==> src/rtl/xlb_pkg.sv <==
// Package: shared types for the translation buffer.
// Assumes: nothing; contains only type definitions.
package xlb_pkg;
    // Which rule chose the entry a fill writes.
    typedef enum logic [1:0] {
        WSRC_UPDATE = 2'd0,
        WSRC_FREE   = 2'd1,
        WSRC_VICTIM = 2'd2
    } wsrc_e;
endpackage

==> src/rtl/xlb_tag_match.sv <==
// Module: xlb_tag_match
// Compares one key against every stored tag and returns a per-entry match vector.
// Assumes: tags are packed entry 0 in the low bits; invalid entries never match.
module xlb_tag_match #(
    parameter int ENTRIES = 4,
    parameter int VPN_W   = 20
) (
    input  logic [ENTRIES-1:0]       valid,
    input  logic [ENTRIES*VPN_W-1:0] tags,
    input  logic [VPN_W-1:0]         key,
    output logic [ENTRIES-1:0]       match
);
    // One comparator per entry.
    for (genvar g = 0; g < ENTRIES; g++) begin : g_cmp
        assign match[g] = valid[g] && (tags[g*VPN_W +: VPN_W] == key);
    end
endmodule

==> src/rtl/xlb_alloc.sv <==
// Module: xlb_alloc
// Chooses the entry a fill writes (resident page, lowest free entry, then round-robin victim)
// and keeps the victim pointer.
// Assumes: ENTRIES >= 2; fill_match is one-hot or zero; commit is already masked by flush.
module xlb_alloc
    import xlb_pkg::*;
#(
    parameter int ENTRIES = 4,
    localparam int IDX_W  = $clog2(ENTRIES)
) (
    input  logic               clk,
    input  logic               rst_n,
    input  logic [ENTRIES-1:0] valid,
    input  logic [ENTRIES-1:0] fill_match,
    input  logic               commit,
    input  logic               flush,
    output logic [IDX_W-1:0]   wr_idx,
    output wsrc_e              wsrc
);
    localparam logic [IDX_W-1:0] LAST = IDX_W'(ENTRIES - 1);

    logic [IDX_W-1:0] ptr_q;
    logic [IDX_W-1:0] free_idx;
    logic [IDX_W-1:0] upd_idx;
    logic             free_any;
    logic             upd_any;

    // Priority encoders: lowest invalid entry and the index of the resident match.
    always_comb begin
        free_idx = '0;
        free_any = 1'b0;
        upd_idx  = '0;
        upd_any  = 1'b0;
        for (int i = ENTRIES - 1; i >= 0; i--) begin
            if (!valid[i]) begin
                free_any = 1'b1;
                free_idx = IDX_W'(i);
            end
            if (fill_match[i]) begin
                upd_any = 1'b1;
                upd_idx = IDX_W'(i);
            end
        end
    end

    // Selection: in-place update beats free entry beats victim.
    always_comb begin
        if (upd_any) begin
            wsrc   = WSRC_UPDATE;
            wr_idx = upd_idx;
        end else if (free_any) begin
            wsrc   = WSRC_FREE;
            wr_idx = free_idx;
        end else begin
            wsrc   = WSRC_VICTIM;
            wr_idx = ptr_q;
        end
    end

    // Victim pointer: restarts on reset or flush, steps only on a replacement.
    always_ff @(posedge clk) begin
        if (!rst_n || flush) begin
            ptr_q <= '0;
        end else if (commit && (wsrc == WSRC_VICTIM)) begin
            ptr_q <= (ptr_q == LAST) ? '0 : ptr_q + 1'b1;
        end
    end

    p_ptr_range_r6: assert property (@(posedge clk) disable iff (!rst_n)
        ptr_q <= LAST);
    p_ptr_steps_r6: assert property (@(posedge clk) disable iff (!rst_n)
        (commit && wsrc == WSRC_VICTIM) |=> (ptr_q != $past(ptr_q)));
    p_ptr_holds_r6: assert property (@(posedge clk) disable iff (!rst_n)
        (!flush && !(commit && wsrc == WSRC_VICTIM)) |=> $stable(ptr_q));
endmodule

==> src/rtl/xlb_stats.sv <==
// Module: xlb_stats
// Counts hit and miss lookups in two wrapping counters.
// Assumes: hit and miss are never both high.
module xlb_stats #(
    parameter int CNT_W = 16
) (
    input  logic             clk,
    input  logic             rst_n,
    input  logic             hit,
    input  logic             miss,
    output logic [CNT_W-1:0] hit_count,
    output logic [CNT_W-1:0] miss_count
);
    // Counter update; wraps naturally at 2^CNT_W.
    always_ff @(posedge clk) begin
        if (!rst_n) begin
            hit_count  <= '0;
            miss_count <= '0;
        end else begin
            if (hit)  hit_count  <= hit_count + 1'b1;
            if (miss) miss_count <= miss_count + 1'b1;
        end
    end

    p_hit_step_r10: assert property (@(posedge clk) disable iff (!rst_n)
        hit |=> (hit_count == CNT_W'($past(hit_count) + 1'b1)));
    p_miss_step_r10: assert property (@(posedge clk) disable iff (!rst_n)
        miss |=> (miss_count == CNT_W'($past(miss_count) + 1'b1)));
    p_hit_hold_r10: assert property (@(posedge clk) disable iff (!rst_n)
        !hit |=> $stable(hit_count));
endmodule

==> src/rtl/xlate_buffer.sv <==
// Module: xlate_buffer (top)
// Fully associative virtual-page to frame translation store with fill, whole-store flush,
// and hit/miss counters. Lookup is combinational against the registered contents.
// Assumes: ENTRIES >= 2; the requester flushes on every process switch (no process tag).
module xlate_buffer
    import xlb_pkg::*;
#(
    parameter int ENTRIES = 4,
    parameter int VPN_W   = 20,
    parameter int PFN_W   = 16,
    parameter int CNT_W   = 16,
    localparam int IDX_W  = $clog2(ENTRIES)
) (
    input  logic             clk,
    input  logic             rst_n,
    input  logic             lk_valid,
    input  logic [VPN_W-1:0] lk_vpn,
    output logic             lk_hit,
    output logic             lk_miss,
    output logic [PFN_W-1:0] lk_pfn,
    input  logic             fill_valid,
    input  logic [VPN_W-1:0] fill_vpn,
    input  logic [PFN_W-1:0] fill_pfn,
    input  logic             flush,
    output logic [CNT_W-1:0] hit_count,
    output logic [CNT_W-1:0] miss_count
);
    logic [ENTRIES-1:0]       valid_q;
    logic [VPN_W-1:0]         tag_q [ENTRIES];
    logic [PFN_W-1:0]         frm_q [ENTRIES];
    logic [ENTRIES*VPN_W-1:0] tag_flat;
    logic [ENTRIES-1:0]       lk_match;
    logic [ENTRIES-1:0]       fill_match;
    logic                     commit;
    logic [IDX_W-1:0]         wr_idx;
    wsrc_e                    wsrc;

    // Flatten tags for the comparators.
    for (genvar g = 0; g < ENTRIES; g++) begin : g_flat
        assign tag_flat[g*VPN_W +: VPN_W] = tag_q[g];
    end

    xlb_tag_match #(.ENTRIES(ENTRIES), .VPN_W(VPN_W)) u_lk_match (
        .valid(valid_q), .tags(tag_flat), .key(lk_vpn), .match(lk_match)
    );

    xlb_tag_match #(.ENTRIES(ENTRIES), .VPN_W(VPN_W)) u_fill_match (
        .valid(valid_q), .tags(tag_flat), .key(fill_vpn), .match(fill_match)
    );

    // A fill commits only when no flush competes.
    assign commit = fill_valid && !flush;

    xlb_alloc #(.ENTRIES(ENTRIES)) u_alloc (
        .clk(clk), .rst_n(rst_n), .valid(valid_q), .fill_match(fill_match),
        .commit(commit), .flush(flush), .wr_idx(wr_idx), .wsrc(wsrc)
    );

    // Lookup result: hit/miss flags and OR-mux of the (unique) matching frame.
    always_comb begin
        lk_hit  = lk_valid && (|lk_match);
        lk_miss = lk_valid && !(|lk_match);
        lk_pfn  = '0;
        for (int i = 0; i < ENTRIES; i++) begin
            if (lk_valid && lk_match[i]) lk_pfn = lk_pfn | frm_q[i];
        end
    end

    // Entry storage: flush clears valids, a committed fill writes the chosen entry.
    always_ff @(posedge clk) begin
        if (!rst_n) begin
            valid_q <= '0;
            for (int i = 0; i < ENTRIES; i++) begin
                tag_q[i] <= '0;
                frm_q[i] <= '0;
            end
        end else if (flush) begin
            valid_q <= '0;
        end else if (commit) begin
            for (int i = 0; i < ENTRIES; i++) begin
                if (wr_idx == IDX_W'(i)) begin
                    valid_q[i] <= 1'b1;
                    tag_q[i]   <= fill_vpn;
                    frm_q[i]   <= fill_pfn;
                end
            end
        end
    end

    xlb_stats #(.CNT_W(CNT_W)) u_stats (
        .clk(clk), .rst_n(rst_n), .hit(lk_hit), .miss(lk_miss),
        .hit_count(hit_count), .miss_count(miss_count)
    );

    // Checker-only state: the page of the last committed fill and whether it is resident.
    logic [VPN_W-1:0]   chk_vpn_q;
    logic [ENTRIES-1:0] chk_match;

    // Capture the fill page for the next-cycle residency check.
    always_ff @(posedge clk) begin
        if (!rst_n) chk_vpn_q <= '0;
        else        chk_vpn_q <= fill_vpn;
    end

    xlb_tag_match #(.ENTRIES(ENTRIES), .VPN_W(VPN_W)) u_chk_match (
        .valid(valid_q), .tags(tag_flat), .key(chk_vpn_q), .match(chk_match)
    );

    p_excl_r3: assert property (@(posedge clk) disable iff (!rst_n)
        !(lk_hit && lk_miss));
    p_quiet_r3: assert property (@(posedge clk) disable iff (!rst_n)
        !lk_valid |-> (!lk_hit && !lk_miss && lk_pfn == '0));
    p_fill_lands_r4: assert property (@(posedge clk) disable iff (!rst_n)
        commit |=> (|chk_match));
    p_grow_r5: assert property (@(posedge clk) disable iff (!rst_n)
        (commit && wsrc == WSRC_FREE) |=> ($countones(valid_q) == $past($countones(valid_q)) + 1));
    p_unique_r7: assert property (@(posedge clk) disable iff (!rst_n)
        $onehot0(lk_match) && $onehot0(fill_match));
    p_flush_clears_r8: assert property (@(posedge clk) disable iff (!rst_n)
        flush |=> (valid_q == '0));
    p_flush_wins_r9: assert property (@(posedge clk) disable iff (!rst_n)
        (flush && fill_valid) |=> ($countones(valid_q) == 0));
endmodule

==> config.mk <==
export PLATFORM = sky130hd
export DESIGN_NAME = xlate_buffer
export DESIGN_NICKNAME = d
export VERILOG_FILES = /design/src/rtl/xlb_pkg.sv /design/src/rtl/xlb_tag_match.sv /design/src/rtl/xlb_alloc.sv /design/src/rtl/xlb_stats.sv /design/src/rtl/xlate_buffer.sv
export SDC_FILE = /design/constraint.sdc
export NUM_CORES = 1
export LEC_CHECK = 0
export BUFFER_PORTS_ARGS = -buffer_cell sky130_fd_sc_hd__buf_2
export CAP_MARGIN = 40
export CORE_MARGIN = 1.5
export CORE_UTILIZATION = 59
export DETAILED_ROUTE_END_ITERATION = 8
export PLACE_DENSITY_LB_ADDON = 0.05
export SETUP_SLACK_MARGIN = 0.4
export SKIP_CTS_REPAIR_TIMING = 1
export SYNTH_ARGS = -nofsm -noshare
export SYNTH_HDL_FRONTEND = slang
export SYNTH_HIERARCHICAL = 1
export SYNTH_SLANG_ARGS = --single-unit
export TNS_END_PERCENT = 5
==> constraint.sdc <==
create_clock -name clk -period 9.1 [get_ports clk]
set_clock_uncertainty 0.1 [all_clocks]
set_input_delay 0.455 -clock clk [delete_from_list [all_inputs] [get_ports clk]]
set_output_delay 0.455 -clock clk [all_outputs]
set_load 0.03 [all_outputs]
# Word level (Yosys, flattened, before mapping)
# Memory sizes are Yosys's and may differ from the RTL's.
# Cells that the tools add are included.
classes:
  addsub: 3
  mux: 54
  n_bitwise: 12
  n_reduce_logical: 27
  n_eq_ne: 13
op_table:
  columns: ["operator", "n"]
  rows:
  - ["$eq A20 B20 Y1", 8]
  - ["$mux W16", 8]
  - ["$mux W20", 4]
  - ["$or A16 B16 Y16", 3]
  - ["$add A16 B1 Y16 const B", 2]
  - ["$mux W1", 29]
  - ["$mux W2", 13]
  - ["$logic_and A1 B1 Y1", 16]
  - ["$eq A2 B2 Y1 const B", 4]
  - ["$or A1 B1 Y1", 8]
  - ["$reduce_and A2 Y1", 4]
  - ["$reduce_or A4 Y1", 1]
  - ["$logic_not A1 Y1", 3]
  - ["$add A2 B1 Y2 const B", 1]
  - ["$eq A2 B1 Y1 const B", 1]
  - ["$logic_not A2 Y1", 1]
  - ["$reduce_or A2 Y1", 1]
  - ["$logic_or A1 B1 Y1", 1]
  - ["$not A1 Y1", 1]
totals:
  out_inout_bits: 50
  memories: 2
  wordCells: 118
  ramBits: 144
  inputBits: 61
  regBits: 38
memory_table:
  columns: ["name", "depth", "word_bits", "rd", "rd_ports_with_merged_regs", "write_ports", "line_no", "source"]
  rows:
  - ["tag_q", 4, 20, 4, 0, 4, "xlate_buffer.sv:29", "logic [VPN_W-1:0] tag_q [ENTRIES];"]
  - ["frm_q", 4, 16, 4, 0, 4, "xlate_buffer.sv:30", "logic [PFN_W-1:0] frm_q [ENTRIES];"]

# Logic depth before layout (Yosys ltp)
# Gate-level depths: netlist of run 1.
depth:
  depth_word: 14
  ltp_mapped: 12
  ltp_nobuf: 10

# Modules after synthesis
# The synthesis of run 1 kept the hierarchy.
modules_own_cells:
  columns: ["mod", "cells_per_inst", "area_per_inst_um2", "seq_area_each_um2", "instances"]
  rows:
  - ["xlate_buffer", 442, 6274.8, 4404.2, 1]
  - ["xlb_tag_match", 112, 910.9, 0.0, 2]
  - ["xlb_stats", 165, 1460.2, 640.6, 1]
  - ["xlb_alloc", 24, 191.4, 40.0, 1]

# Worst setup path after synthesis of run 1
# OpenSTA, ideal clock, no wires.
synth_path:
  path_kind: "in2reg"
  start: "input port fill_vpn[11]"
  end: "memory frm_q[2][0], enable pin"
  t_required_ns: 8.521
  t_arrival_ns: 4.594
  path_stages: 9
  setup_ns: 0.479
  path_buffers: 1
  setup_slack_ns: 3.927
  path_cell_list: "xor2_1 > nor4_1 > nand4_1 > nor4_2 > a311oi_1 > nor3_1 > nand3b_1 > clkbuf_1 > o21ai_0"
synth_rtl:
  columns: ["item", "line_no", "source"]
  rows:
  - ["start: declaration", "xlate_buffer.sv:22", "input logic [VPN_W-1:0] fill_vpn,"]
  - ["end: declaration", "xlate_buffer.sv:30", null]

==> impl_metrics.toml, run 1 <==
[status]
outcome = "complete, no violations"

[hold_path]
holdPathStages = 3
hp-class = "in -> reg"

[die]
core_area_um2 = 16000
fp.dieH_um = 131
die_x_um = 131
std_cell_rows = 46
ios = 111
initial_utilization_pct = 60.8
die-area_um2 = 17300

[route]
ant_nets = 0
vias_per_cell = 5.99
dr.pass1.iters = 5
dr_total_vias = 7003
drt-initial-drc-count = 592
drc = 0
wl_per_cell_um = 20.4
routed_wl_um = 23800

[critical_path]
critPathMaxFanout = 50
reg2reg_depth = 10
cp_slowest_stage_delay_ps = 690
path_delay_family = "simple AND/OR/NAND/NOR gates"
cp.arrival_ps = 4350
crit_path_frequent_cell = "buf_4"
end_kind = "flop"
slowest_stage = "buf_4"
path_class = "reg -> reg"
cp_cell_sequence = "xor2_1, nor4_1, nand4_1, nor4_2, a311oi_1, nor3_1, or3b_4, buf_4, o21ai_4, buf_4"
worstSetupStartpointType = "flop"
required_ps = 9130
worstSetupPathDepth = 10
cp.buffers_inverters = 2

[yosys]
synthCells = 853
synth.net_count = 917
ys_warn_count = 6
syn-cell-area_um2 = 9740
syn_avg_cell_area_um2 = 11.4

[placed_design]
dp_hpwl_um = 16200
dp_slack_ps = 4750
dpl_cell_area_um2 = 10500
gp_routability_congestion = 0.966
io_buffer_count = 110
dp.cells = 1137

[power_and_ir_drop]
p_comb_share_pct = 9.7
clkPwrFrac_pct = 40.0
power_mw = 1.89
leakage_nw = 3.91
pwr-share-seq_pct = 50.3
ir_worst_vdd_v = 0.000138
power_density_nw_per_um2 = 171
p_sw_share_pct = 25.6
switchingPower_uw = 483
p_int_mw = 1.41

[sta]
timing.fmax_ghz = 0.231
setup_viol = 0
tightest_slew_ps = 872
slew_headroom_pct = 41.9
worst_slack_ps = 4780
setup-tns-final_ps = 0
layout_min_cycle_time_ps = 4320
maxSlewViolCount = 0
post-route-period-util_pct = 47.5
rsz0062_at_grt = "false"
finalHoldViolations = 0

[clock_network]
cts_made_buffers = 17
cts-root-buf = "clkbuf_16"
numClockSinks = 182
cts_buffer_depth = 2
clock_latency_ps = 430
clk_pin_slew_ps = 70
h-tree-depth = 4
cts_tree = "done"

[global_routing]
grt_max_degree = 75
grt_usage_pct = 28.4
grt_pass1_wl_um = 38300
grt_pass1_vias = 7144
antenna_found_initial = 0
grt-ovfl-total = 0

[layout]
layout-drive-gt1-share_pct = 24.8
n_antenna_cell = 0
stdcell_count = 1169
multi_input_area_um2 = 4260
regArea_um2 = 5080
final_area_um2 = 11100
fill_cells = 1274
fin_nets = 1004
area_growth_pct = 13.7

[job]
maxCapViolCount = 0
[placed cells by master (no fill, tap or decap), types with 4 or more instances in the layout]
master / n
nand2b_1: 9
xnor2_1: 101
inv_1: 45
buf_2: 110
nand2_1: 17
o21ai_4: 4
nor2_1: 27
a21boi_0: 17
clkbuf_16: 17
nor3_1: 87
nand3_1: 16
a22oi_1: 32
edfxtp_1: 144
nor3_2: 60
a21oi_1: 7
and4_1: 6
dfxtp_1: 38
nor4_2: 8
nand3b_1: 4
mux2i_1: 10
xor2_1: 79
nand4_1: 38
nor4_1: 18
buf_4: 11
[power by group through the flow]
stage          clock network (mW)  logic, mW  registers, mW
2_1_floorplan                   0      0.114          0.966
3_3_place_gp                    0      0.176          0.966
3_5_place_dp                    0      0.181          0.968
4_1_cts                     0.761      0.182          0.949
5_1_grt                     0.796      0.197          0.953
6_report                    0.755      0.184          0.949
[worst reg2reg max path: stages, from the launching register on]
cell,delay (ps)
edfxtp_1,430
xor2_1,180
nor4_1,350
nand4_1,210
nor4_2,410
a311oi_1,110
nor3_1,510
or3b_4,580
buf_4,720
o21ai_4,100
buf_4,310
[flip-flops by register name, summed over array words and instances (netlist names)]
signal / cells
valid_q: 4
u_stats/miss_count: 16
tag_q: 80
frm_q: 64
u_stats/hit_count: 16
u_alloc/ptr_q: 2
[path summary, 6_finish.rpt]
| check | end | slack, ps | start |
|---|---|---|---|
| setup / recovery | tag_q[1][3]$_SDFFCE_PN0P_ | 4780 | tag_q[2][11]$_SDFFCE_PN0P_ |
| setup reg to reg | tag_q[1][3]$_SDFFCE_PN0P_ | 4780 | tag_q[2][11]$_SDFFCE_PN0P_ |
| hold / removal | valid_q[2]$_SDFFE_PP0N_ | 270 | fill_valid |
| hold reg to reg | u_stats/miss_count[15]$_SDFFE_PN0P_ | 380 | u_stats/miss_count[15]$_SDFFE_PN0P_ |
[area by class of cell]
class,instances,share of cell area [%]
clock inverters,15,1.54
flip-flops and latches,182,45.9
multi-input cells,570,38.5
well taps,216,2.44
repair buffers,123,6.21
clock buffers,17,3.84
inverters,46,1.56
[routing by layer]
metal  vias to the layer above  share of wire [%]  global-route usage [%]
met5                         -                  0                       0
met4                         0                1.3                    8.09
met3                        23                7.1                    6.13
met2                       268                 49                    45.6
met1                      3462                 43                    39.1
li1                       3250                  -                       -
[metrics by stage]
step / hold WS (ps) / utilization [%]
final: 269 / 69.2
after floorplan: 363 / -
after global placement: 350 / 65.1
after CTS: 248 / 69.2
after global routing: 262 / 69.2
after detailed placement: 373 / 65.5
(Power assumes the default switching activity.)
==> inputs of run 2 (changes only) <==
Clock period 9.1 ns to 4.4 ns, I/O delays scaled along.
==> run 2 against run 1 <==
Compared with the run above:
- hold slack got worse by 230 ps
- design area grew 1.1%
- first-iteration DRC count up 9.6%
- core utilization is 0.77 points higher
- largest power group unchanged
- maximum frequency increased by 16%
- via count rose by 1.5%
- count of clock-buffer cells in the layout rose by 1
- wire length rose by 1.5%
==> impl_metrics.toml, run 2 (synthesis gave the netlist of run 1 again) <==
[clock_network]
clock_latency_ps = 430
numClockSinks = 182
cts-root-buf = "clkbuf_16"
cts_made_buffers = 17
h-tree-depth = 4
cts_tree = "done"
cts_buffer_depth = 2
clk_pin_slew_ps = 70

[route]
vias_per_cell = 6.01
ant_nets = 0
routed_wl_um = 24200
wl_per_cell_um = 20.5
drc = 0
dr_total_vias = 7105
drt-initial-drc-count = 649
dr.pass1.iters = 5

[placed_design]
dp_hpwl_um = 16600
gp_routability_congestion = 0.948
dp.cells = 1141
io_buffer_count = 110
dp_slack_ps = 642
dpl_cell_area_um2 = 10500

[sta]
post-route-period-util_pct = 84.5
slew_headroom_pct = 60.2
tightest_slew_ps = 596
setup-tns-final_ps = 0
setup_viol = 0
timing.fmax_ghz = 0.269
rsz0062_at_grt = "false"
finalHoldViolations = 0
maxSlewViolCount = 0
hold_ws_ps = 43.5
layout_min_cycle_time_ps = 3720
worst_slack_ps = 683

[critical_path]
startpoint = "tag_q[2][11]$_SDFFCE_PN0P_"
r2r_start = "tag_q[2][11]$_SDFFCE_PN0P_"
cp-endpoint = "frm_q[2][0]$_SDFFCE_PN0P_"
reg2reg_depth = 9
cp.arrival_ps = 3740
cp_slowest_stage_delay_ps = 560
r2r-end = "frm_q[2][0]$_SDFFCE_PN0P_"
worstSetupStartpointType = "flop"
regToRegSetupSlack_ps = 680
critPathMaxFanout = 26
required_ps = 4430
cp_cell_sequence = "xor2_1, nor4_1, nand4_1, nor4_2, a311oi_1, nor3_1, nand3b_1, o21ai_4, buf_12"
slowest_stage = "o21ai_4"
path_class = "reg -> reg"
end_kind = "flop"

[global_routing]
grt_max_degree = 54
antenna_found_initial = 0
grt_pass1_wl_um = 38100
grt-ovfl-total = 0
grt_usage_pct = 28.4
grt_pass1_vias = 7079

[layout]
largest_register = "tag_q"
largest_reg_flops = 80
layout_commonest_cell = "edfxtp_1"
final_util_pct = 70.0
layout-drive-gt1-share_pct = 25.7
fin_nets = 1017
largestRegisters = "tag_q: 80 flops, frm_q: 64 flops"
n_antenna_cell = 0
final_cell_mix = "144 x edfxtp_1, 110 x buf_2, 101 x xnor2_1"
stdcell_count = 1182
final_area_um2 = 11200
area_growth_pct = 15.0

[die]
ios = 111
initial_utilization_pct = 60.8
die_x_um = 131
fp.dieH_um = 131
die-area_um2 = 17300
std_cell_rows = 46
core_area_um2 = 16000

[power_and_ir_drop]
leakage_nw = 3.98
ir_worst_vdd_v = 0.000312
power_density_nw_per_um2 = 344
power_mw = 3.85

[job]
maxCapViolCount = 0

[hold_path]
hp-class = "in -> reg"
hp-start = "fill_valid"

[status]
outcome = "complete, no violations"
-- run 2: per-layer routing --
layer | up-vias | GRT usage [%] | share of wire [%] | wire length, um
met1 | 3474 | 39.1 | 43 | 10400
met2 | 296 | 44.4 | 47 | 11500
li1 | 3289 | - | - | -
met4 | 0 | 9.32 | 2.1 | 502
met5 | - | 0 | 0 | 0
met3 | 46 | 6.83 | 7.6 | 1840
-- run 2: worst min path at each step --
| stage | end | slack [ps] | cells past startpoint |
|---|---|---|---|
| CTS | valid_q[1]$_SDFFE_PP0N_ | 20 | 3 |
| detailed placement | u_stats/miss_count[14]$_SDFFE_PN0P_ | 380 | 2 |
| finish | valid_q[1]$_SDFFE_PP0N_ | 40 | 3 |
| floorplan | u_stats/hit_count[1]$_SDFFE_PN0P_ | 270 | 2 |
| global route | valid_q[1]$_SDFFE_PP0N_ | 30 | 3 |
| global placement | u_stats/miss_count[15]$_SDFFE_PN0P_ | 350 | 2 |
-- run 2: cell type report --
cell class	count	area, um^2
clock buffers	18	429
clock inverters	14	149
fillers	1250	4800
inverters	46	173
multi-input cells	570	4260
flip-flops and latches	182	5080
well taps	216	270
repair buffers	136	828
-- run 2: report_power, final --
part	switching [mW]	internal, mW
clock	0.688	0.797
sequential	0.0438	1.92
combinational	0.254	0.143
total	0.987	2.86
-- run 2: worst max-delay path, delay by kind of cell, from the launching register on --
family | cells | cell delay, ps
simple gates | 5 | 1790
flops | 1 | 420
compound gates | 2 | 670
buf+inv | 1 | 270
xor+xnor | 1 | 170
==> inputs of run 3 (changes only) <==
Settings changed: CORE_UTILIZATION 59 to 53.
Clock period 4.4 ns to 3.1 ns, I/O delays scaled along.
==> run 3 against run 2 <==
Compared with the run above:
- the flow now finishes with violations (setup timing)
- critical path depth down 1
- count of clock-buffer cells in the layout shrank 1
- clock power rose by 46%
- first-iteration DRC count shrank 17%
- wire length is 9.6% higher
- sequential power up 42%
- critical path type is now reg -> out
- global-route usage fell by 2.1 points
==> impl_metrics.toml, run 3 (synthesis gave the netlist of run 1 again) <==
[critical_path]
cp.buffers_inverters = 2
worstSetupStartpointType = "flop"
reg2reg_depth = 12
cp_slowest_stage_delay_ps = 420
end_kind = "primary output"
r2r_start = "tag_q[2][2]$_SDFFCE_PN0P_"
path_class = "reg -> out"
required_ps = 2840
path_delay_family = "simple AND/OR/NAND/NOR gates"
regToRegSetupSlack_ps = 10
cp.arrival_ps = 2850
slowest_stage = "edfxtp_1"
critPathMaxFanout = 16
cp_cell_sequence = "xor2_1, nor4_2, nand4_1, nor4_4, buf_6, a22oi_1, a21boi_1, buf_2"
r2r-end = "tag_q[3][14]$_SDFFCE_PN0P_"

[sta]
post-route-period-util_pct = 100
rsz0062_at_grt = "true"
slew_headroom_pct = 58.7
maxSlewViolCount = 0
finalHoldViolations = 0
timing.fmax_ghz = 0.323
worst_slack_ps = -0.481
setup_viol = 1
hold_ws_ps = 40.0
tightest_slew_ps = 619
layout_min_cycle_time_ps = 3100

[die]
die-area_um2 = 19200
std_cell_rows = 49
ios = 111
initial_utilization_pct = 54.2
core_area_um2 = 18000
fp.dieH_um = 139
die_x_um = 139

[hold_path]
min_to = "valid_q[0]$_SDFFE_PP0N_"
holdPathStages = 3
hp-start = "fill_valid"
hp-class = "in -> reg"

[clock_network]
cts-root-buf = "clkbuf_16"
clk_pin_slew_ps = 70
h-tree-depth = 4
cts_made_buffers = 17
clock_latency_ps = 440
numClockSinks = 182
cts_buffer_depth = 2
cts_tree = "done"

[route]
drt-initial-drc-count = 540
drc = 0
dr.pass1.iters = 7
ant_nets = 0
dr_total_vias = 7331
wl_per_cell_um = 21.8
vias_per_cell = 6.04
routed_wl_um = 26500

[layout]
n_antenna_cell = 0
layout_commonest_cell = "edfxtp_1"
layout-drive-gt1-share_pct = 28.6
fill_cells = 1378
largest_reg_flops = 80
area_growth_pct = 21.6
stdcell_count = 1213
largestRegisters = "tag_q: 80 flops, frm_q: 64 flops"
fin_nets = 1035
largest_register = "tag_q"
final_cell_mix = "144 x edfxtp_1, 101 x xnor2_1, 95 x buf_2"

[global_routing]
grt_usage_pct = 26.3
grt-ovfl-total = 0
grt_max_degree = 55
grt_pass1_vias = 7034
grt_pass1_wl_um = 39000
antenna_found_initial = 0

[placed_design]
io_buffer_count = 110
dp.cells = 1167
dp_hpwl_um = 17300
gp_routability_congestion = 0.905

[power_and_ir_drop]
power_density_nw_per_um2 = 474
leakage_nw = 4.32
ir_worst_vdd_v = 0.000438

[job]
maxCapViolCount = 0

[status]
outcome = "complete, but fails checks"
violations = "setup timing"
[run 3: where the power goes]
part / internal [mW] / switching [mW]
Sequential: 2.72 / 0.0609
Clock: 1.14 / 1.03
Combinational: 0.252 / 0.393
[run 3: worst reg2reg max path: cells and delay by family (launching register included)]
kind,cells,cell delay (ps)
buffers and inverters,4,660
flip-flops,1,430
AND/OR/NAND/NOR,5,1220
AO/OA/AOI/OAI,2,240
XOR/XNOR,1,170
[run 3: metrics by stage]
| step | util [%] | cell area (um^2) | total power [mW] | setup slack, ps | setup TNS, ps |
|---|---|---|---|---|---|
| after floorplan | - | 9820 | 3.17 | 63.7 | 0 |
| after global placement | 60.1 | 10800 | 3.40 | -146 | -1550 |
| after detailed placement | 60.1 | 10800 | 3.42 | -123 | -6130 |
| after CTS | 63.4 | 11400 | 5.56 | -205 | -15030 |
| after global routing | 65.9 | 11800 | 5.76 | -125 | -10800 |
| final | 65.9 | 11800 | 5.60 | -0.481 | -0.481 |
[run 3: area by class of cell]
class                           instances  area, um^2  share of cell area, %
Clock inverter                         15         163                   1.37
Multi-Input combinational cell        570        4420                   37.4
Timing Repair Buffer                  154        1280                   10.8
Inverter                               46         173                   1.46
Sequential cell                       182        5080                   43.0
Tap cell                              229         287                   2.42
Clock buffer                           17         425                   3.59
[run 3: per-layer routing]
metal	vias to the layer above	part of all wire (%)	GRT usage (%)
met5	-	0	0
met4	0	1.8	6.93
met3	33	7.5	5.84
met2	303	46	40.6
met1	3672	44	37.8
li1	3323	-	-
[run 3: how the worst max path moves through the flow]
stage               cells after the start                       start                         end  slack (ps)
floorplan                               8  tag_q[1][15]$_SDFFCE_PN0P_   frm_q[1][0]$_SDFFCE_PN0P_          60
detailed placement                     10  tag_q[2][16]$_SDFFCE_PN0P_  tag_q[3][19]$_SDFFCE_PN0P_        -120
global placement                       10  tag_q[2][11]$_SDFFCE_PN0P_  tag_q[3][19]$_SDFFCE_PN0P_        -150
CTS                                    10  tag_q[2][16]$_SDFFCE_PN0P_  tag_q[3][19]$_SDFFCE_PN0P_        -210
global route                           12   tag_q[3][4]$_SDFFCE_PN0P_  tag_q[3][14]$_SDFFCE_PN0P_        -130
finish                                  8  tag_q[2][11]$_SDFFCE_PN0P_                   lk_pfn[1]        -0.5
